<file path="src/rtl/lfsr_reseed_pkg.sv">
package lfsr_reseed_pkg;
    typedef enum logic [1:0] {
        ST_IDLE   = 2'd0,
        ST_LOAD   = 2'd1,
        ST_EXPAND = 2'd2,
        ST_DONE   = 2'd3
    } rd_state_e;
endpackage

</file>
<file path="src/rtl/rd_counter.sv">
module rd_counter #(
    parameter int CW = 9
) (
    input  logic          clk,
    input  logic          rst,
    input  logic          clr,
    input  logic          inc,
    output logic [CW-1:0] count
);
    always_ff @(posedge clk) begin
        if (rst || clr) begin
            count <= '0;
        end else if (inc) begin
            count <= count + CW'(1);
        end
    end
endmodule

</file>
<file path="src/rtl/rd_lfsr.sv">
module rd_lfsr #(
    parameter int               W    = 32,
    parameter logic [W-1:0]     TAPS = 32'h80200003
) (
    input  logic         clk,
    input  logic         rst,
    input  logic         shift_in,
    input  logic         in_bit,
    input  logic         run,
    output logic [W-1:0] state,
    output logic         next_zero
);
    logic feedback;

    assign feedback  = ^(state & TAPS);
    assign next_zero = ({state[W-2:0], in_bit} == '0);

    always_ff @(posedge clk) begin
        if (rst) begin
            state <= '0;
        end else if (shift_in) begin
            state <= {state[W-2:0], in_bit};
        end else if (run) begin
            state <= {state[W-2:0], feedback};
        end
    end

    AST_RUN_NONZERO: assert property (@(posedge clk) disable iff (rst)
        run |-> (state != '0)) else $error("register zero while expanding");
endmodule

</file>
<file path="src/rtl/rd_ctrl.sv">
module rd_ctrl
    import lfsr_reseed_pkg::*;
#(
    parameter int SEED_W   = 32,
    parameter int SCAN_LEN = 256,
    parameter int CW       = 9
) (
    input  logic          clk,
    input  logic          rst,
    input  logic          seed_valid,
    input  logic          seed_zero,
    input  logic [CW-1:0] count,
    output logic          seed_ready,
    output logic          scan_en,
    output logic          done,
    output logic          seed_err,
    output logic          lfsr_load,
    output logic          lfsr_run,
    output logic          cnt_clr,
    output logic          cnt_inc
);
    localparam logic [CW-1:0] LAST_BIT  = CW'(SEED_W - 2);
    localparam logic [CW-1:0] LAST_CELL = CW'(SCAN_LEN - 1);

    rd_state_e state_q, state_d;
    logic      take;
    logic      err_set, err_clr;

    assign take = seed_valid && seed_ready;

    always_ff @(posedge clk) begin
        if (rst) begin
            state_q <= ST_IDLE;
        end else begin
            state_q <= state_d;
        end
    end

    always_ff @(posedge clk) begin
        if (rst || err_clr) begin
            seed_err <= 1'b0;
        end else if (err_set) begin
            seed_err <= 1'b1;
        end
    end

    always_comb begin
        state_d = state_q;
        unique case (state_q)
            ST_IDLE:   if (take) state_d = ST_LOAD;
            ST_LOAD:   if (take && count == LAST_BIT)
                           state_d = seed_zero ? ST_IDLE : ST_EXPAND;
            ST_EXPAND: if (count == LAST_CELL) state_d = ST_DONE;
            ST_DONE:   state_d = ST_IDLE;
            default:   state_d = ST_IDLE;
        endcase
    end

    always_comb begin
        seed_ready = 1'b0;
        scan_en    = 1'b0;
        done       = 1'b0;
        lfsr_load  = 1'b0;
        lfsr_run   = 1'b0;
        cnt_clr    = 1'b0;
        cnt_inc    = 1'b0;
        err_set    = 1'b0;
        err_clr    = 1'b0;
        unique case (state_q)
            ST_IDLE: begin
                seed_ready = 1'b1;
                cnt_clr    = 1'b1;
                lfsr_load  = take;
                err_clr    = take;
            end
            ST_LOAD: begin
                seed_ready = 1'b1;
                lfsr_load  = take;
                if (take && count == LAST_BIT) begin
                    cnt_clr = 1'b1;
                    err_set = seed_zero;
                end else begin
                    cnt_inc = take;
                end
            end
            ST_EXPAND: begin
                scan_en  = 1'b1;
                lfsr_run = 1'b1;
                if (count == LAST_CELL) cnt_clr = 1'b1;
                else                    cnt_inc = 1'b1;
            end
            ST_DONE: begin
                done    = 1'b1;
                cnt_clr = 1'b1;
            end
            default: ;
        endcase
    end

    AST_DONE_SINGLE: assert property (@(posedge clk) disable iff (rst)
        done |=> !done) else $error("done longer than one cycle");
    AST_DONE_AFTER_SCAN: assert property (@(posedge clk) disable iff (rst)
        ($fell(scan_en) && !$past(rst)) |-> done) else $error("scan ended without done");
    AST_NO_READY_IN_SCAN: assert property (@(posedge clk) disable iff (rst)
        (scan_en || done) |-> !seed_ready) else $error("ready during expansion");
    AST_ZERO_SEED_IDLE: assert property (@(posedge clk) disable iff (rst)
        $rose(seed_err) |-> (!scan_en && seed_ready)) else $error("zero seed expanded");
    AST_SCAN_CNT_BOUND: assert property (@(posedge clk) disable iff (rst)
        scan_en |-> (count <= LAST_CELL)) else $error("scan count overrun");
endmodule

</file>
<file path="src/rtl/lfsr_reseed_decomp.sv">
module lfsr_reseed_decomp #(
    parameter int                 SEED_W   = 32,
    parameter int                 SCAN_LEN = 256,
    parameter logic [SEED_W-1:0]  TAPS     = 32'h80200003
) (
    input  logic clk,
    input  logic rst,
    input  logic seed_data,
    input  logic seed_valid,
    output logic seed_ready,
    output logic scan_data,
    output logic scan_en,
    output logic done,
    output logic seed_err
);
    localparam int SPAN = (SEED_W > SCAN_LEN) ? SEED_W : SCAN_LEN;
    localparam int CW   = $clog2(SPAN) + 1;

    logic [SEED_W-1:0] lfsr_state;
    logic              seed_zero;
    logic              lfsr_load, lfsr_run, cnt_clr, cnt_inc;
    logic [CW-1:0]     count;

    rd_ctrl #(.SEED_W(SEED_W), .SCAN_LEN(SCAN_LEN), .CW(CW)) ctrl_i (
        .clk(clk), .rst(rst), .seed_valid(seed_valid), .seed_zero(seed_zero),
        .count(count), .seed_ready(seed_ready), .scan_en(scan_en), .done(done),
        .seed_err(seed_err), .lfsr_load(lfsr_load), .lfsr_run(lfsr_run),
        .cnt_clr(cnt_clr), .cnt_inc(cnt_inc)
    );

    rd_lfsr #(.W(SEED_W), .TAPS(TAPS)) lfsr_i (
        .clk(clk), .rst(rst), .shift_in(lfsr_load), .in_bit(seed_data),
        .run(lfsr_run), .state(lfsr_state), .next_zero(seed_zero)
    );

    rd_counter #(.CW(CW)) cnt_i (
        .clk(clk), .rst(rst), .clr(cnt_clr), .inc(cnt_inc), .count(count)
    );

    assign scan_data = scan_en & lfsr_state[SEED_W-1];

    AST_QUIET_DATA: assert property (@(posedge clk) disable iff (rst)
        !scan_en |-> !scan_data) else $error("scan data outside expansion");
endmodule

</file>
<file path="config.mk">
export PLATFORM = sky130hd
export DESIGN_NAME = lfsr_reseed_decomp
export DESIGN_NICKNAME = d
export VERILOG_FILES = /design/src/rtl/lfsr_reseed_pkg.sv /design/src/rtl/rd_counter.sv /design/src/rtl/rd_lfsr.sv /design/src/rtl/rd_ctrl.sv /design/src/rtl/lfsr_reseed_decomp.sv
export SDC_FILE = /design/constraint.sdc
export NUM_CORES = 1
export LEC_CHECK = 0
export CORE_AREA = 2 2 62 64
export CTS_CLUSTER_SIZE = 24
export DETAILED_ROUTE_END_ITERATION = 12
export DIE_AREA = 0 0 64 66
export PLACE_DENSITY = 0.83
export SYNTH_ARGS = -nofsm -noshare
export SYNTH_HDL_FRONTEND = slang
export SYNTH_SLANG_ARGS = --single-unit
</file>
<file path="constraint.sdc">
create_clock -name clk -period 4.5 [get_ports clk]
set_input_delay 0.45 -clock clk [delete_from_list [all_inputs] [get_ports clk]]
set_output_delay 0.45 -clock clk [all_outputs]
set_load 0.01 [all_outputs]
</file>
**Word level (Yosys, flattened, before mapping)**

Index checks and enable logic that the tools add are counted.

- Register bits: 44
- Input port bits: 4
- Output and inout port bits: 5
- Logic and storage cells: 45

- Add/sub/neg operators: 1
- Equality and inequality tests: 8
- Muxes and demuxes: 20
- Bitwise logic cells: 1
- Reductions and logical operators: 11

Operators by type and width:

| kind | number |
|---|---|
| $mux W32 | 2 |
| $logic_not A32 Y1 | 1 |
| $reduce_xor A32 Y1 | 1 |
| $mux W1 | 11 |
| $add A9 B1 Y9 const B | 1 |
| $eq A9 B5 Y1 const B | 1 |
| $eq A9 B8 Y1 const B | 1 |
| $mux W2 | 4 |
| $pmux W2 S4 | 1 |
| $ne A2 B1 Y1 const B | 3 |
| $eq A2 B2 Y1 const B | 2 |
| $reduce_or A2 Y1 | 2 |
| $pmux W1 S3 | 1 |
| $reduce_and A3 Y1 | 1 |
| $eq A2 B1 Y1 const B | 1 |
| $logic_and A1 B1 Y1 | 2 |
| $logic_not A2 Y1 | 1 |
| $logic_or A1 B1 Y1 | 2 |
| $pmux W1 S2 | 1 |
| $reduce_bool A2 Y1 | 1 |
| $and A1 B1 Y1 | 1 |

**Longest topological paths before layout**

- Depth in word-level cells: 8
- Mapped depth: 8

**Hierarchy**

A second synthesis with hierarchy kept.

- Cells, all modules: 238
- Area, all modules: 1935.6 um2

Modules (own cells, without submodules):

| module | instances | cells each | area each (um2) | seq. area each (um2) |
|---|---|---|---|---|
| rd_lfsr | 1 | 153 | 1206.2 | 640.6 |
| rd_counter | 1 | 43 | 394.1 | 180.2 |
| rd_ctrl | 1 | 41 | 329.1 | 60.1 |
| lfsr_reseed_decomp | 1 | 1 | 6.3 | 0.0 |

**Worst setup path before layout**

Ideal clock, no wire load.

- Path type: reg2reg
- Start point: register cnt_i.count[3]
- End point: register cnt_i.count[6]
- Arrival: 1.717 ns
- Required time: 4.369 ns
- Path slack: 2.652 ns
- Cell stages (with the launch flop): 9
- Period minus slack after synthesis: 1.848 ns
- Cell sequence: dfxtp_1 > nand3_1 > nor3_1 > and3_1 > ha_1 > nand2b_1 > a2111oi_0 > xnor2_1 > nor2_1

- Cells in the longest elaborated chain, start to end: 5
- Elaborated cells between the ends (all ways): 11
- Those cells by class: add/sub: 1; eq/ne: 2; mux: 6; reduce/logical: 2

Ends and longest elaborated chain:

| element | RTL line | text |
|---|---|---|
| from (decl) | rd_counter.sv:8 | `output logic [CW-1:0] count` |
| from (signal assigned) | rd_counter.sv:14 | `count <= count + CW'(1);` |
| $eq A9 B5 Y1 | rd_ctrl.sv:79 | `if (take && count == LAST_BIT) begin` |
| $logic_and A1 B1 Y1 | rd_ctrl.sv:79 |  |
| $mux W1 | rd_ctrl.sv:79 |  |
| $pmux W1 S3 | rd_ctrl.sv:69 | `unique case (state_q)` |
| $logic_or A1 B1 Y1 | rd_counter.sv:11 | `if (rst \|\| clr) begin` |

Parallel ways exist; a longest one is shown, timed or not.
A chain may end at the register's enable or synchronous reset.

**Worst setup path after layout**

- Start point: register ctrl_i.state_q[0]
- End point: output port seed_ready

- Cells in the longest elaborated chain, start to end: 3
- Elaborated cells between the ends (all ways): 4
- Those cells by class: eq/ne: 1; mux: 1; reduce/logical: 2

Ends and longest elaborated chain:

| element | RTL line | text |
|---|---|---|
| from (decl) | rd_ctrl.sv:25 | `rd_state_e state_q, state_d;` |
| from (signal assigned) | rd_ctrl.sv:35 | `state_q <= state_d;` |
| $eq A2 B1 Y1 or $logic_not A2 Y1 (tied branches) | rd_ctrl.sv:69 |  |
| $reduce_or A2 Y1 (no source line) (*) | n/a |  |
| $mux W1 (*) | rd_ctrl.sv:69 |  |
| to (decl) | lfsr_reseed_decomp.sv:10 | `output logic seed_ready,` |

Every way passes the cells marked *; elsewhere a longest branch is shown, timed or not.

==> impl_metrics.csv <==
group,metric,value,unit
sta,hold_viol_final,0,
worst_setup_path,required,4.05,ns
routing,ant_nets,0,
floorplanning,dieArea,4224,um2
clock_tree,insertion_delay,0.36,ns
synthesis,postSynthAreaPerCell,8.036,um2
synthesis,synth-main-ff-cell,"dfxtp_1",
global_route,grt_pass1_wl,6.969,mm
sta,slew_violations,0,
clock_tree,postCtsSetupRepairBufs,0,
sta,period_share,54.49,%
routing,viasPerCell,5.706,
sta,setup_viol,0,
clock_tree,htree_levels,2,
synthesis,synth-warning-count,0,
place,dp.final_hpwl,2.799,mm
synthesis,synth_top_area_share,43.32,%
clock_tree,numCtsBuffers,5,
synthesis,yosysMostFrequentCell,"nand2_1",
synthesis,syn_inst,253,
sta,fmax,0.4079,GHz
clock_tree,clk_pin_slew,0.13,ns
clock_tree,max-clock-path-buffers,2,
routing,wire_per_inst,13.18,um
synthesis,netlist_area,2033,um2
final_layout,diodes,0,
floorplanning,dieWidth,64,um
global_route,antenna_found_initial,0,
synthesis,ys_seq_elements,44,
sta,worst_pin_slew,0.6001,ns
outcome,status,"finished, final reports clean",
worst_setup_path,worstPathArrival,2.00,ns
sta,setup-tns-final,0,ns
clock_tree,cts_tree,"yes",
clock_tree,clock-sinks,44,
synthesis,synth_area_leaders,"dfxtp_1 43%, nand2_1 13%, a21oi_1 9.4%",
routing,remaining_drc_errors,0,
run,drv_cap,0,
global_route,grt_max_degree,35,
worst_setup_path,path_class,"reg2out",
final_layout,areaGrowthSynthToFinish,10.46,%
place,gp_congestion,0.9648,
worst_setup_path,critPathMaxFanout,6,
clock_tree,cts-root-buf,"clkbuf_4",
hold_path,hp-class,"reg2reg",
sta,fin_ws,2.048,ns
power,ir_drop,0.2062,mV
synthesis,synth_edf_count,0,
clock_tree,cts-hold-fix-buffers,0,
final_layout,nets,272,
sta,rsz0062_at_grt,"no",
synthesis,async_reset_ff_share,0,%
power,p_leak,0.7508,nW
floorplanning,row_count,22,
synthesis,synth.largest_area_cell,"dfxtp_1",
synthesis,synth_commonest_cells,"69 x nand2_1, 44 x dfxtp_1, 38 x a21oi_1",
sta,maxSlewHeadroom,59.75,%
global_route,track_usage,21.05,%
floorplanning,initial_core_util,57.26,%
clock_tree,cts_resized,0,
floorplanning,core_area,3551,um2
floorplanning,die_h,66,um
place,pre_cts_slack,2.176,ns
global_route,grt_pass1_vias,1588,
place,io_buffers,8,
routing,drt-pass1-iter-count,4,
routing,vias,1769,
floorplanning,ios,9,
synthesis,synth_cell_types,35,
sta,min_period,2.452,ns
worst_setup_path,start_kind,"flip-flop",
final_layout,drive_gt1_share,6.870,%
synthesis,syn_nets,264,
synthesis,seq_area_frac_synth,43.32,%
power,power.density,348.7,nW/um2
global_route,overflow,0,
routing,wl,4.086,mm
worst_setup_path,endpoint_kind,"output pin",
sta,skew,0.01171,ns
routing,drt_iter0_drc,138,
## cells by family (layout without fill, tap and decap cells)
logic type	after synthesis	after routing	share of synthesized area, %
AND/OR/NAND/NOR	108	108	24.80
AO/OA/AOI/OAI	66	66	20.19
flip-flops	44	44	43.32
buffers and inverters	20	29	3.693
adder cells (fa/ha/maj)	7	7	4.307
XOR/XNOR	4	4	1.723
multiplexers	4	4	1.969
## power breakdown
part	leakage (nW)	switching, mW	internal, mW
registers	0.355	0.00753	0.396
logic	0.355	0.0867	0.0474
clock network	0.0412	0.130	0.116
total	0.751	0.224	0.559
## registers in the layout, summed over array words and instances, names as in the netlist, named ones only
signal           cells
cnt_i.count          9
ctrl_i.seed_err      1
ctrl_i.state_q       1
lfsr_i.state        32
## final timing paths
check | from | end | slack (ns) | cells after the start
max | ctrl_i.state_q[0] | seed_ready | 2.05 | 4
min reg2reg | lfsr_i.state[8] | lfsr_i.state[9] | 0.47 | 2
min | lfsr_i.state[8] | lfsr_i.state[9] | 0.47 | 2
max reg2reg | cnt_i.count[3] | cnt_i.count[4] | 2.25 | 7
## cells in the final DEF, fill, tap and decap left out, types with 2 or more instances in the layout
| master | Yosys | routed |
|---|---|---|
| and3_1 | 2 | 2 |
| a211oi_1 | 4 | 4 |
| ha_1 | 7 | 7 |
| clkbuf_4 | 0 | 5 |
| or2_2 | 2 | 2 |
| buf_4 | 0 | 3 |
| nand4_1 | 2 | 2 |
| a21oi_1 | 38 | 38 |
| dfxtp_1 | 44 | 44 |
| nor4_1 | 10 | 10 |
| mux2i_1 | 4 | 2 |
| and2_1 | 3 | 3 |
| nor3_1 | 5 | 5 |
| nor2_1 | 6 | 6 |
| mux2i_2 | 0 | 2 |
| nand2_1 | 69 | 69 |
| clkdlybuf4s50_1 | 0 | 8 |
| xnor2_1 | 4 | 4 |
| o211ai_1 | 5 | 5 |
| a211o_1 | 3 | 3 |
| o211a_1 | 2 | 2 |
| inv_1 | 10 | 10 |
| nand3_1 | 4 | 4 |
| o21ai_0 | 3 | 3 |
| o21a_1 | 3 | 3 |
## metal layers
layer  up-vias  GRT usage [%]  share of wire, %  routed length, um
met5         -              0                 0                  0
met3         6          4.600               4.7                193
li1        902              -                 -                  -
met4         0          8.696               1.6                 66
met1       824          28.31                49               1995
met2        37          32.68                45               1830
## worst max-delay path, stage by stage (launching register included)
cell	delay, ns
dfxtp_1	0.42
inv_1	0.16
ha_1	0.30
or2_2	0.31
clkdlybuf4s50_1	0.47
## stage by stage
step                      cells  utilization, %  hold slack, ns  power [mW]  cell area [um2]
after floorplan             253               -          0.4448      0.5056             2033
after global placement      302           60.99          0.4546      0.5416             2166
after detailed placement    302           60.99          0.4611      0.5437             2166
after CTS                   310           63.25          0.4769      0.7848             2246
after global routing        310           63.25          0.4916      0.8171             2246
final                       310           63.25          0.4666      0.7832             2246
## area by class of cell
cell class | count | area [um2]
Timing Repair Buffer | 11 | 102.6
Clock buffer | 5 | 37.54
Tap cell | 48 | 60.06
Inverter | 10 | 37.54
Sequential cell | 44 | 880.8
Fill cell | 303 | 1305
Clock inverter | 3 | 42.54
Multi-Input combinational cell | 189 | 1085
Power figures use the tool's default switching activity.
